**config.mk**
```make
export PLATFORM = sky130hd
export DESIGN_NAME = flag_cmp_unit
export DESIGN_NICKNAME = d
export VERILOG_FILES = /design/src/rtl/flag_cmp_pkg.sv /design/src/rtl/fcu_arith.sv /design/src/rtl/fcu_logic.sv /design/src/rtl/fcu_flag_reg.sv /design/src/rtl/flag_cmp_unit.sv
export SDC_FILE = /design/constraint.sdc
export NUM_CORES = 1
export LEC_CHECK = 0
export BUFFER_PORTS_ARGS = -buffer_cell sky130_fd_sc_hd__buf_2
export CAP_MARGIN = 20
export CORE_ASPECT_RATIO = 0.9
export CORE_UTILIZATION = 59
export CTS_CLUSTER_DIAMETER = 40
export DETAILED_ROUTE_END_ITERATION = 8
export PLACE_DENSITY = 0.89
export SLEW_MARGIN = 20
export SYNTH_ARGS = -nofsm -noshare
export SYNTH_HDL_FRONTEND = slang
export SYNTH_SLANG_ARGS = --single-unit
export TNS_END_PERCENT = 100
```
**constraint.sdc**
```tcl
create_clock -name clk_i -period 19.9 [get_ports clk_i]
set_input_delay 2.985 -clock clk_i [delete_from_list [all_inputs] [get_ports clk_i]]
set_output_delay 2.985 -clock clk_i [all_outputs]
set_load 0.05 [all_outputs]
```
**src/rtl/flag_cmp_pkg.sv**
```systemverilog
package flag_cmp_pkg;
  typedef enum logic [2:0] {
    OP_ADD = 3'b000,
    OP_SUB = 3'b001,
    OP_AND = 3'b010,
    OP_XOR = 3'b011,
    OP_CMP = 3'b100,
    OP_CMN = 3'b101,
    OP_TST = 3'b110,
    OP_TEQ = 3'b111
  } fcu_op_e;

  typedef struct packed {
    logic n;
    logic z;
    logic c;
    logic v;
  } fcu_flags_t;
endpackage

```
**src/rtl/fcu_arith.sv**
```systemverilog
module fcu_arith #(
  parameter int DATA_W = 32
) (
  input  logic [DATA_W-1:0] a_i,
  input  logic [DATA_W-1:0] b_i,
  input  logic              sub_i,
  output logic [DATA_W-1:0] sum_o,
  output logic              c_o,
  output logic              v_o
);
  localparam int LOW_W = DATA_W - 1;

  logic [DATA_W-1:0] b_eff;
  logic [LOW_W:0]    low_sum;
  logic [1:0]        top_sum;
  logic              c_into_msb;

  // subtract as a + ~b + 1
  assign b_eff      = sub_i ? ~b_i : b_i;
  assign low_sum    = {1'b0, a_i[LOW_W-1:0]} + {1'b0, b_eff[LOW_W-1:0]} + {{LOW_W{1'b0}}, sub_i};
  assign c_into_msb = low_sum[LOW_W];
  assign top_sum    = {1'b0, a_i[DATA_W-1]} + {1'b0, b_eff[DATA_W-1]} + {1'b0, c_into_msb};

  assign sum_o = {top_sum[0], low_sum[LOW_W-1:0]};
  assign c_o   = top_sum[1];
  assign v_o   = top_sum[1] ^ c_into_msb;
endmodule

```
**src/rtl/fcu_logic.sv**
```systemverilog
module fcu_logic #(
  parameter int DATA_W = 32
) (
  input  logic [DATA_W-1:0] a_i,
  input  logic [DATA_W-1:0] b_i,
  input  logic              xor_i,
  output logic [DATA_W-1:0] res_o
);
  assign res_o = xor_i ? (a_i ^ b_i) : (a_i & b_i);
endmodule

```
**src/rtl/fcu_flag_reg.sv**
```systemverilog
module fcu_flag_reg
  import flag_cmp_pkg::*;
(
  input  logic       clk_i,
  input  logic       rst_ni,
  input  logic       upd_i,
  input  fcu_flags_t next_i,
  output fcu_flags_t flags_o
);
  fcu_flags_t flags_q;

  always_ff @(posedge clk_i or negedge rst_ni) begin
    if (!rst_ni)    flags_q <= '0;
    else if (upd_i) flags_q <= next_i;
  end

  assign flags_o = flags_q;
endmodule

```
**src/rtl/flag_cmp_unit.sv**
```systemverilog
module flag_cmp_unit
  import flag_cmp_pkg::*;
#(
  parameter int DATA_W = 32
) (
  input  logic              clk_i,
  input  logic              rst_ni,
  input  logic              valid_i,
  input  logic [2:0]        op_i,
  input  logic              set_flags_i,
  input  logic [DATA_W-1:0] a_i,
  input  logic [DATA_W-1:0] b_i,
  input  logic              shift_c_i,
  output logic [DATA_W-1:0] result_o,
  output logic              result_wr_o,
  output logic [3:0]        flags_o
);
  fcu_op_e           op;
  logic              is_arith, is_sub, is_flag_only, upd;
  logic [DATA_W-1:0] arith_res, logic_res;
  logic              arith_c, arith_v;
  fcu_flags_t        flags_q, flags_d;

  assign op = fcu_op_e'(op_i);

  always_comb begin
    is_arith = 1'b0;
    is_sub   = 1'b0;
    unique case (op)
      OP_ADD, OP_CMN: is_arith = 1'b1;
      OP_SUB, OP_CMP: begin is_arith = 1'b1; is_sub = 1'b1; end
      default: ;
    endcase
  end

  assign is_flag_only = op_i[2];

  fcu_arith #(.DATA_W(DATA_W)) u_arith (
    .a_i   (a_i),
    .b_i   (b_i),
    .sub_i (is_sub),
    .sum_o (arith_res),
    .c_o   (arith_c),
    .v_o   (arith_v)
  );

  fcu_logic #(.DATA_W(DATA_W)) u_logic (
    .a_i   (a_i),
    .b_i   (b_i),
    .xor_i (op_i[0]),
    .res_o (logic_res)
  );

  assign result_o    = is_arith ? arith_res : logic_res;
  assign result_wr_o = valid_i && !is_flag_only;

  // logical ops take C from the shifter and keep V
  always_comb begin
    flags_d.n = result_o[DATA_W-1];
    flags_d.z = (result_o == '0);
    flags_d.c = is_arith ? arith_c : shift_c_i;
    flags_d.v = is_arith ? arith_v : flags_q.v;
  end

  assign upd = valid_i && (is_flag_only || set_flags_i);

  fcu_flag_reg u_flags (
    .clk_i   (clk_i),
    .rst_ni  (rst_ni),
    .upd_i   (upd),
    .next_i  (flags_d),
    .flags_o (flags_q)
  );

  assign flags_o = flags_q;
endmodule

```
==> results.cfg, run 1 <==
[sta]
finalHoldViolCount = 0
slew_violations = 0
tightest_slew_ns = 0.745
max_freq_mhz = 91.5
setup_tns_ns = 0
min_period_ns = 10.93
hold_slack_ns = 0.495
rsz0062_at_grt = false
finalSetupViolCount = 0
fin_skew_ns = 0
period_share_pct = 54.9
slew_headroom_pct = 50.4

[clock_network]
insertion_delay_ns = 0.21
numCtsBuffers = 3
ctsHoldBuffers = 0
postCtsSetupBuffers = 0
cts_resized = 0
htreeDepth = 1
cts_tree = done
clockRootBuffer = clkbuf_8
clk_pin_slew_ns = 0.03
numClockSinks = 4
cts_buffer_depth = 2

[global_route]
grt_pass1_wl_mm = 18.5
gr-total-overflow = 0
grt_max_degree = 75
track_usage_pct = 33.1
grt_pass1_vias = 4014
antenna_found_initial = 0

[logic_synthesis]
async_reset_ff_share_pct = 100
yosysTopAreaCellShare_pct = 20.1
synthCells = 514
yosys_most_used_dff = dfrtp_1
yosys.area.top_type = ha_1
synthDistinctLibCells = 72
synth_area_leaders = ha_1 (20%), xor2_1 (8.4%), mux2i_1 (4.7%)
syn_nets = 650
synth_seq_cells = 4
yosys_warnings = 0
netlist_area_um2 = 3860
ys_seq_area_share_pct = 2.59
synth_area_per_cell_um2 = 7.51
synth_edf_count = 0

[drt]
drt-pass1-iter-count = 5
drc = 0
ant_nets = 0
via_count = 4454
wire_per_inst_um = 16.8
drt_iter0_drc = 394
routed_wl_mm = 11.6
vias_per_cell = 6.49

[pwr]
p_per_area_nw_per_um2 = 64.1
p_leak_nw = 2.09
irDropWorstVdd_mv = 0.0700

[critical_path]
cp.arrival_ns = 7.95
critPathLaunchType = input port
reg2reg_from = u_flags.flags_o[3]
critPathRequiredTime_ns = 16.91
timing.rr.end = u_flags.flags_o[3]
critPathMaxFanout = 45
worstSetupPathType = input port to output port
cp-end-kind = output port
reg2reg_depth = 1
ff2ff_setup_slack_ns = 19.13

[placed_design]
dpl.hpwl_mm = 9.24
port_buffers = 108
globalplace.congestion = 0.936

[min_path]
hold_depth = 2
whs_endpoint = u_flags.flags_o[1]
hp-class = register to register
hold_start = u_flags.flags_o[1]

[final_layout]
nets = 737
largest_reg_flops = 4
drive_above_1_share_pct = 24.5
syn2layout_area_growth_pct = 14.7
diodes = 0

[die]
die_w_um = 87.3
fp.dieArea_um2 = 6870
core_um2 = 6220
io-pin-count = 109
die_h_um = 78.7
rows = 27
start_util_pct = 62.1

[flow_run]
cap_violations = 0

[run_status]
status = finished, final reports clean
[metal layers]
layer	routed length, µm	part of all wire, %	vias up	global-route usage, %
met2	5410	47	202	58.5
met5	0	0	-	0
met3	766	6.6	20	1.98
met1	5250	45	2082	45.1
met4	117	1.0	0	4.43
li1	-	-	2150	-
[cell usage after synthesis (all sizes together) (3+ instances only)]
master   instances
ha              62
nand2           44
xor2            37
a21oi           34
nor2            33
o21ai           30
buf             21
mux2i           18
nor3            14
mux2            13
nand4           12
a211oi          11
a21o            11
o211ai          11
o31ai           11
inv             10
nand2b          10
nand3           10
nor2b           10
a2111oi          8
clkbuf           8
nor4             8
xnor2            6
a311oi           5
a31o             5
a31oi            5
nor3b            5
o21a             5
a2111o           4
and2             4
dfrtp            4
o221ai           4
or2              4
or3              4
a211o            3
and3             3
o21bai           3
[placed cells by master, fill, tap and decap left out, drive strengths merged, types with 4 or more instances in the layout]
cell	n
o31ai	11
ha	62
nor3	14
xnor2	6
a211oi	11
a21o	11
nor2b	10
nor2	33
inv	10
nand3	10
a2111o	4
nand4	12
xor2	37
dfrtp	4
nand2b	10
o21ai	30
mux2	13
a31o	5
or3	4
o21a	5
a2111oi	8
and2	4
buf	111
o221ai	4
nor4	8
o211ai	11
or2	4
nand2	44
nor3b	5
a311oi	5
mux2i	18
a31oi	5
a21oi	34
[worst max-delay path, stage by stage]
cell and delay (ns):
buf_2 0.07, buf_4 0.50, xnor2_2 0.22, nor2_4 0.44, buf_4 0.41, xor2_1 0.20, ha_1 0.38, nand4_1 0.28
nor2_1 0.07, a221o_1 0.36, a211o_1 0.36, a31oi_1 0.26, o21ai_0 0.24, fa_1 0.56, nor2_1 0.05, a21oi_1 0.22
buf_2 0.30
[area by class of cell]
class | instances | area, µm²
inverter | 11 | 41.3
multi-input combinational | 470 | 3570
tap | 87 | 109
clock buffer | 3 | 41.3
sequential | 4 | 100
timing repair buffer | 111 | 563
fill | 534 | 1790
[metrics by stage]
| stage | worst slack (ns) | utilization [%] | area, µm² | power (W) | instances |
|---|---|---|---|---|---|
| 6_report | 8.97 | 71.3 | 4430 | 0.000284 | 686 |
| 5_1_grt | 8.64 | 71.3 | 4430 | 0.000304 | 686 |
| 4_1_cts | 9.08 | 71.3 | 4430 | 0.000280 | 686 |
| 3_5_place_dp | 9.12 | 70.6 | 4390 | 0.000261 | 683 |
| 3_3_place_gp | 9.24 | 70.6 | 4390 | 0.000256 | 683 |
| 2_1_floorplan | 9.23 | - | 3860 | 0.000205 | 514 |
[worst max path at each step]
stage,startpoint,endpoint,slack (ns)
2_1_floorplan,op_i[1],result_o[30],9.23
4_1_cts,op_i[0],result_o[31],9.08
6_report,op_i[0],result_o[31],8.97
5_1_grt,op_i[0],result_o[31],8.64
3_3_place_gp,op_i[0],result_o[31],9.24
3_5_place_dp,op_i[0],result_o[31],9.12
[kinds of logic after synthesis]
| kind of cell | synth area share [%] |
|---|---|
| AND/OR/NAND/NOR | 22.1 |
| flip-flops | 2.59 |
| adder cells (fa/ha/maj) | 21.1 |
| multiplexers | 8.46 |
| AO/OA/AOI/OAI | 30.8 |
| XOR/XNOR | 9.95 |
| buffers and inverters | 5.02 |
[report_power, final]
| group | internal [W] | switching, W | total [W] | leakage (nW) |
|---|---|---|---|---|
| combinational | 0.0000827 | 0.000173 | 0.000256 | 2.01 |
| sequential | 0.00000982 | 0.000000891 | 0.0000107 | 0.0504 |
| clock | 0.0000129 | 0.00000415 | 0.0000170 | 0.0216 |
(Power assumes the default switching activity.)
==> inputs of run 2 (changes only) <==
ABC_AREA = 1   (was unset)
CORE_UTILIZATION = 55   (was 59)
PLACE_DENSITY = 0.83   (was 0.89)
clock period = 11.35 ns   (was 19.9 ns; I/O delays follow)
==> run 2 against run 1 <==
  * Hold slack worse by 0.0041 ns
  * Critical path type unchanged
  * Global-route usage grew 2.0 points
  * Synthesized area increased by 1.8%
  * Sequential share of layout area decreased by 0.065 points
  * Wire length increased by 14%
  * Non-clock buffer count decreased by 2
  * Largest power group unchanged
  * Sequential cell count did not move
  * Largest cell class unchanged
  * Power grew 59%
  * Via count grew 15%
==> results.cfg, run 2 <==
[drt]
via_count = 5112
drt_iter0_drc = 385
ant_nets = 0
drt-pass1-iter-count = 5
vias_per_cell = 5.53
wire_per_inst_um = 14.3
routed_wl_mm = 13.2
drc = 0

[logic_synthesis]
async_reset_ff_share_pct = 100
post_synth_most_frequent_cells = nand2_1 (227), nor2_1 (126), inv_1 (87)
netlist_area_um2 = 3930
ys_seq_area_share_pct = 2.55
yosys.area.top_type = nand2_1
yosys_warnings = 0
synthCells = 739
synth_seq_cells = 4
yosysMostFrequentCell = nand2_1
syn_nets = 875
synthDistinctLibCells = 30
synth_edf_count = 0
synth_area_per_cell_um2 = 5.32
yosys_most_used_dff = dfrtp_1
synth_area_leaders = nand2_1 (22%), ha_1 (20%), nor2_1 (12%)
yosysTopAreaCellShare_pct = 21.7

[final_layout]
mostFrequentLayoutCell = nand2_1
mostFrequentLayoutCells = nand2_1 (227), nor2_1 (126), buf_2 (108), inv_1 (87), ha_1 (62)
multi_input_area_um2 = 3420
syn2layout_area_growth_pct = 16.0
stdcell_count = 924
drive_above_1_share_pct = 14.9
largest_reg_flops = 4
n_fill_cell = 663
regArea_um2 = 100
nets = 972
diodes = 0

[global_route]
track_usage_pct = 35.1
gr-total-overflow = 0
antenna_found_initial = 0
grt_pass1_wl_mm = 21.0
grt_pass1_vias = 4574
grt_max_degree = 58

[sta]
hold_slack_ns = 0.491
slew_violations = 0
period_share_pct = 69.9
setup_ws_ns = 3.41
min_period_ns = 7.94
slew_headroom_pct = 56.2
finalSetupViolCount = 0
finalHoldViolCount = 0
setup_tns_ns = 0
fin_skew_ns = 0
tightest_slew_ns = 0.658
max_freq_mhz = 126
rsz0062_at_grt = false

[die]
fp.dieArea_um2 = 7490
start_util_pct = 58.4
die_w_um = 91.1
core_um2 = 6730
rows = 28
io-pin-count = 109
die_h_um = 82.2

[critical_path]
critPathLaunchType = input port
ff2ff_setup_slack_ns = 10.64
timing.rr.end = u_flags.flags_o[1]
critPathTopFamily = simple AND/OR/NAND/NOR gates
critPathRequiredTime_ns = 9.65
reg2reg_from = u_flags.flags_o[1]
critical-path-max-stage-delay_ns = 0.51
cp-end-kind = output port
reg2reg_depth = 2
cp_common_cell = nand2_1
cp.arrival_ns = 6.24
cp_slowest_cell = buf_2
worstSetupPathType = input port to output port
crit_buf_inv = 5
path_cells = buf_2 -> inv_2 -> nand2_2 -> nand3_4 -> xnor2_1 -> ha_1 -> nand2_1 -> nor2_1 -> inv_1 -> nor3_1 -> nand2_1 -> nand2_1 -> nand2_1 -> nand2_1 -> nand4_1 -> nand2_1 -> fa_1 -> or2_2 -> nand2_1 -> inv_1 -> buf_2
critPathMaxFanout = 33

[pwr]
irDropWorstVdd_mv = 0.0558
p_per_area_nw_per_um2 = 99.3
p_leak_nw = 2.62

[clock_network]
postCtsSetupBuffers = 0
htreeDepth = 1
cts_resized = 0
ctsHoldBuffers = 0
clockRootBuffer = clkbuf_8
clk_pin_slew_ns = 0.03
numClockSinks = 4
insertion_delay_ns = 0.22
cts_tree = done
numCtsBuffers = 3
cts_buffer_depth = 2

[placed_design]
dp_slack_ns = 3.48
globalplace.congestion = 0.990
port_buffers = 108
dp.cells = 921
dpl.hpwl_mm = 11.0

[flow_run]
cap_violations = 0

[min_path]
hp-class = register to register
hold_depth = 2
whs_endpoint = u_flags.flags_o[2]
hold_start = u_flags.flags_o[2]

[run_status]
status = finished, final reports clean
==> run 2: metal layers <==
layer  track usage, %  wire (µm)  up-vias
met3             5.68       1160       18
met4             7.14        211        0
met2             63.0       5940      232
met5                0          0        -
met1             45.0       5910     2289
li1                 -          -     2573
==> run 2: worst reg2reg max path: stages, from the launching register on <==
cell,delay [ns]
dfrtp_1,0.36
nor2_1,0.14
a31oi_1,0.07
==> run 2: worst max path at each step <==
stage / startpoint / endpoint / slack [ns] / cells past startpoint
after floorplan: op_i[0] / result_o[31] / 4.93 / 21
after CTS: op_i[0] / result_o[31] / 3.43 / 21
final: op_i[0] / result_o[31] / 3.41 / 21
after global routing: op_i[0] / result_o[31] / 3.01 / 21
after detailed placement: op_i[0] / result_o[31] / 3.48 / 21
after global placement: op_i[0] / result_o[31] / 3.57 / 21
==> run 2: final cells by class <==
class / count / area share [%]
Multi-Input combinational cell: 628 / 75.0
Timing Repair Buffer: 109 / 12.0
Inverter: 90 / 7.41
Tap cell: 90 / 2.47
Sequential cell: 4 / 2.19
Clock buffer: 3 / 0.905
==> run 2: cell families (layout without fill, tap and decap cells) <==
kind of cell	count (synthesis)	after routing	synth area share [%]
compound gates	85	85	11.6
xor+xnor	31	31	6.91
fa+ha+maj	64	64	20.8
buf+inv	107	202	10.4
flops	4	4	2.55
simple gates	448	448	47.8
==> run 2: through the flow <==
step	power [W]	util (%)	area (µm²)
after global routing	0.000492	67.8	4560
after global placement	0.000404	67.2	4520
final	0.000453	67.8	4560
after floorplan	0.000313	-	3930
after CTS	0.000446	67.8	4560
after detailed placement	0.000412	67.2	4520
==> run 2: where the power goes <==
group	internal, W	switching, W	total (W)
registers	0.0000166	0.000000884	0.0000175
logic	0.000119	0.000285	0.000404
clock network	0.0000227	0.00000858	0.0000313
total	0.000159	0.000294	0.000453
==> inputs of run 3 (changes only) <==
clock period = 7.5 ns   (was 11.35 ns; I/O delays follow)
==> run 3 against run 2 <==
  * Wire length up 4.2%
  * Combinational power up 52%
  * Die area unchanged
  * Final cell count up 0.11%
  * Highest routed layer unchanged
  * Power up 52%
  * Register-to-register slack worse by 3.8 ns
  * Via count up 2.4%
  * Critical endpoint unchanged
==> results.cfg, run 3 (synthesis results as in run 2) <==
[sta]
rsz0062_at_grt = false
hold_slack_ns = 0.481
min_period_ns = 6.37
slew_violations = 0
setup_tns_ns = 0
period_share_pct = 85.0
finalHoldViolCount = 0
fin_skew_ns = 0
slew_headroom_pct = 52.2
max_freq_mhz = 157
tightest_slew_ns = 0.717
finalSetupViolCount = 0

[drt]
drt-pass1-iter-count = 6
drc = 0
wire_per_inst_um = 14.9
vias_per_cell = 5.66
routed_wl_mm = 13.8
ant_nets = 0
drt_iter0_drc = 434
via_count = 5237

[final_layout]
diodes = 0
nets = 973
n_fill_cell = 680
regArea_um2 = 100
mostFrequentLayoutCells = nand2_1 (227), nor2_1 (126), buf_2 (108), inv_1 (87), ha_1 (62)
largest_reg_flops = 4
finalInstanceArea_um2 = 4570
mostFrequentLayoutCell = nand2_1
drive_above_1_share_pct = 15.0
syn2layout_area_growth_pct = 16.2
multi_input_area_um2 = 3420

[clock_network]
cts_resized = 0
postCtsSetupBuffers = 0
numClockSinks = 4
clockRootBuffer = clkbuf_8
ctsHoldBuffers = 0
htreeDepth = 1
numCtsBuffers = 3
insertion_delay_ns = 0.21
cts_buffer_depth = 2
clk_pin_slew_ns = 0.03
cts_tree = done

[global_route]
gr-total-overflow = 0
antenna_found_initial = 0
grt_max_degree = 58
track_usage_pct = 36.8
grt_pass1_wl_mm = 22.0
grt_pass1_vias = 4739

[placed_design]
port_buffers = 108
placement.cell_area_um2 = 4530
dpl.hpwl_mm = 11.3
globalplace.congestion = 1.00

[critical_path]
cp.arrival_ns = 5.25
cp_common_cell = nand2_1
critPathRequiredTime_ns = 6.38
critPathLaunchType = input port
critical_path.startpoint = op_i[0]
endpoint = result_o[31]
timing.rr.end = u_flags.flags_o[1]
path_cells = buf_2 -> inv_2 -> nand2_2 -> nand3_4 -> xnor2_1 -> ha_1 -> nand2_1 -> nor2_1 -> inv_1 -> nor3_1 -> nand2_1 -> nand2_1 -> nand2_1 -> nand2_1 -> nand4_1 -> nand2_1 -> fa_1 -> or2_2 -> nand2_1 -> inv_1 -> buf_2
critPathMaxFanout = 33
critical-path-max-stage-delay_ns = 0.55
reg2reg_from = u_flags.flags_o[1]
reg2reg_depth = 2
cp-end-kind = output port
cp_slowest_cell = buf_2
ff2ff_setup_slack_ns = 6.81
worstSetupPathType = input port to output port

[pwr]
p_per_area_nw_per_um2 = 150
p_seq_share_pct = 3.9
clkPwrFrac_pct = 6.4
share_comb_of_total_power_pct = 89.7
p_leak_nw = 2.62
switching_share_pct = 65.0
irDropWorstVdd_mv = 0.0892
internal_power_w = 0.000241
p_switching_w = 0.000447

[run_status]
status = finished, final reports clean

[die]
io-pin-count = 109
die_w_um = 91.1
core_um2 = 6730
rows = 28
die_h_um = 82.2
start_util_pct = 58.4
fp.dieArea_um2 = 7490

[min_path]
hp-class = register to register

[flow_run]
cap_violations = 0
run 3: cell count changes in the layout (fill, tap and decap cells not counted):
cell	delta
buf_4	+1
run 3: power groups by stage:
stage | combinational, W | clock [W] | sequential [W]
after floorplan | 0.000434 | 0 | 0.0000393
after global placement | 0.000588 | 0 | 0.0000272
after detailed placement | 0.000600 | 0 | 0.0000272
after CTS | 0.000604 | 0.0000441 | 0.0000269
after global routing | 0.000675 | 0.0000471 | 0.0000271
final | 0.000616 | 0.0000441 | 0.0000269
run 3: worst min-delay path by stage:
stage | from | end | depth (start not counted)
after global placement | u_flags.flags_o[2] | u_flags.flags_o[2] | 2
after detailed placement | u_flags.flags_o[2] | u_flags.flags_o[2] | 2
after floorplan | u_flags.flags_o[2] | u_flags.flags_o[2] | 2
after CTS | u_flags.flags_o[2] | u_flags.flags_o[2] | 2
final | u_flags.flags_o[2] | u_flags.flags_o[2] | 2
after global routing | u_flags.flags_o[2] | u_flags.flags_o[2] | 2
run 3: cell type report:
cell class	instances	area share (%)
clock buffers	3	0.904
inverters	90	7.40
multi-input cells	628	74.9
flip-flops and latches	4	2.19
well taps	90	2.47
repair buffers	110	12.2
run 3: worst max-delay path, delay by kind of cell:
family,cells,cell delay [ns]
xor gates and xnor gates,1,0.32
buffers and inverters,5,0.97
and+or+nand+nor,13,2.02
adders and majority gates,2,0.79
run 3: metrics by stage:
stage               utilization [%]  power [W]  worst slack, ns  cells
finish                         67.9   0.000687             1.13    925
detailed placement             67.3   0.000627             1.19    922
global route                   67.9   0.000749            0.740    925
floorplan                         -   0.000474             2.23    739
global placement               67.3   0.000615             1.31    922
CTS                            67.9   0.000675             1.17    925
run 3: per-layer routing:
metal  routed length [µm]  vias to the layer above  track usage, %
met3                 1270                       30            3.21
met1                 6090                     2369            49.4
met5                    0                        -               0
li1                     -                     2564               -
met2                 6190                      274            64.8
met4                  238                        0            7.78
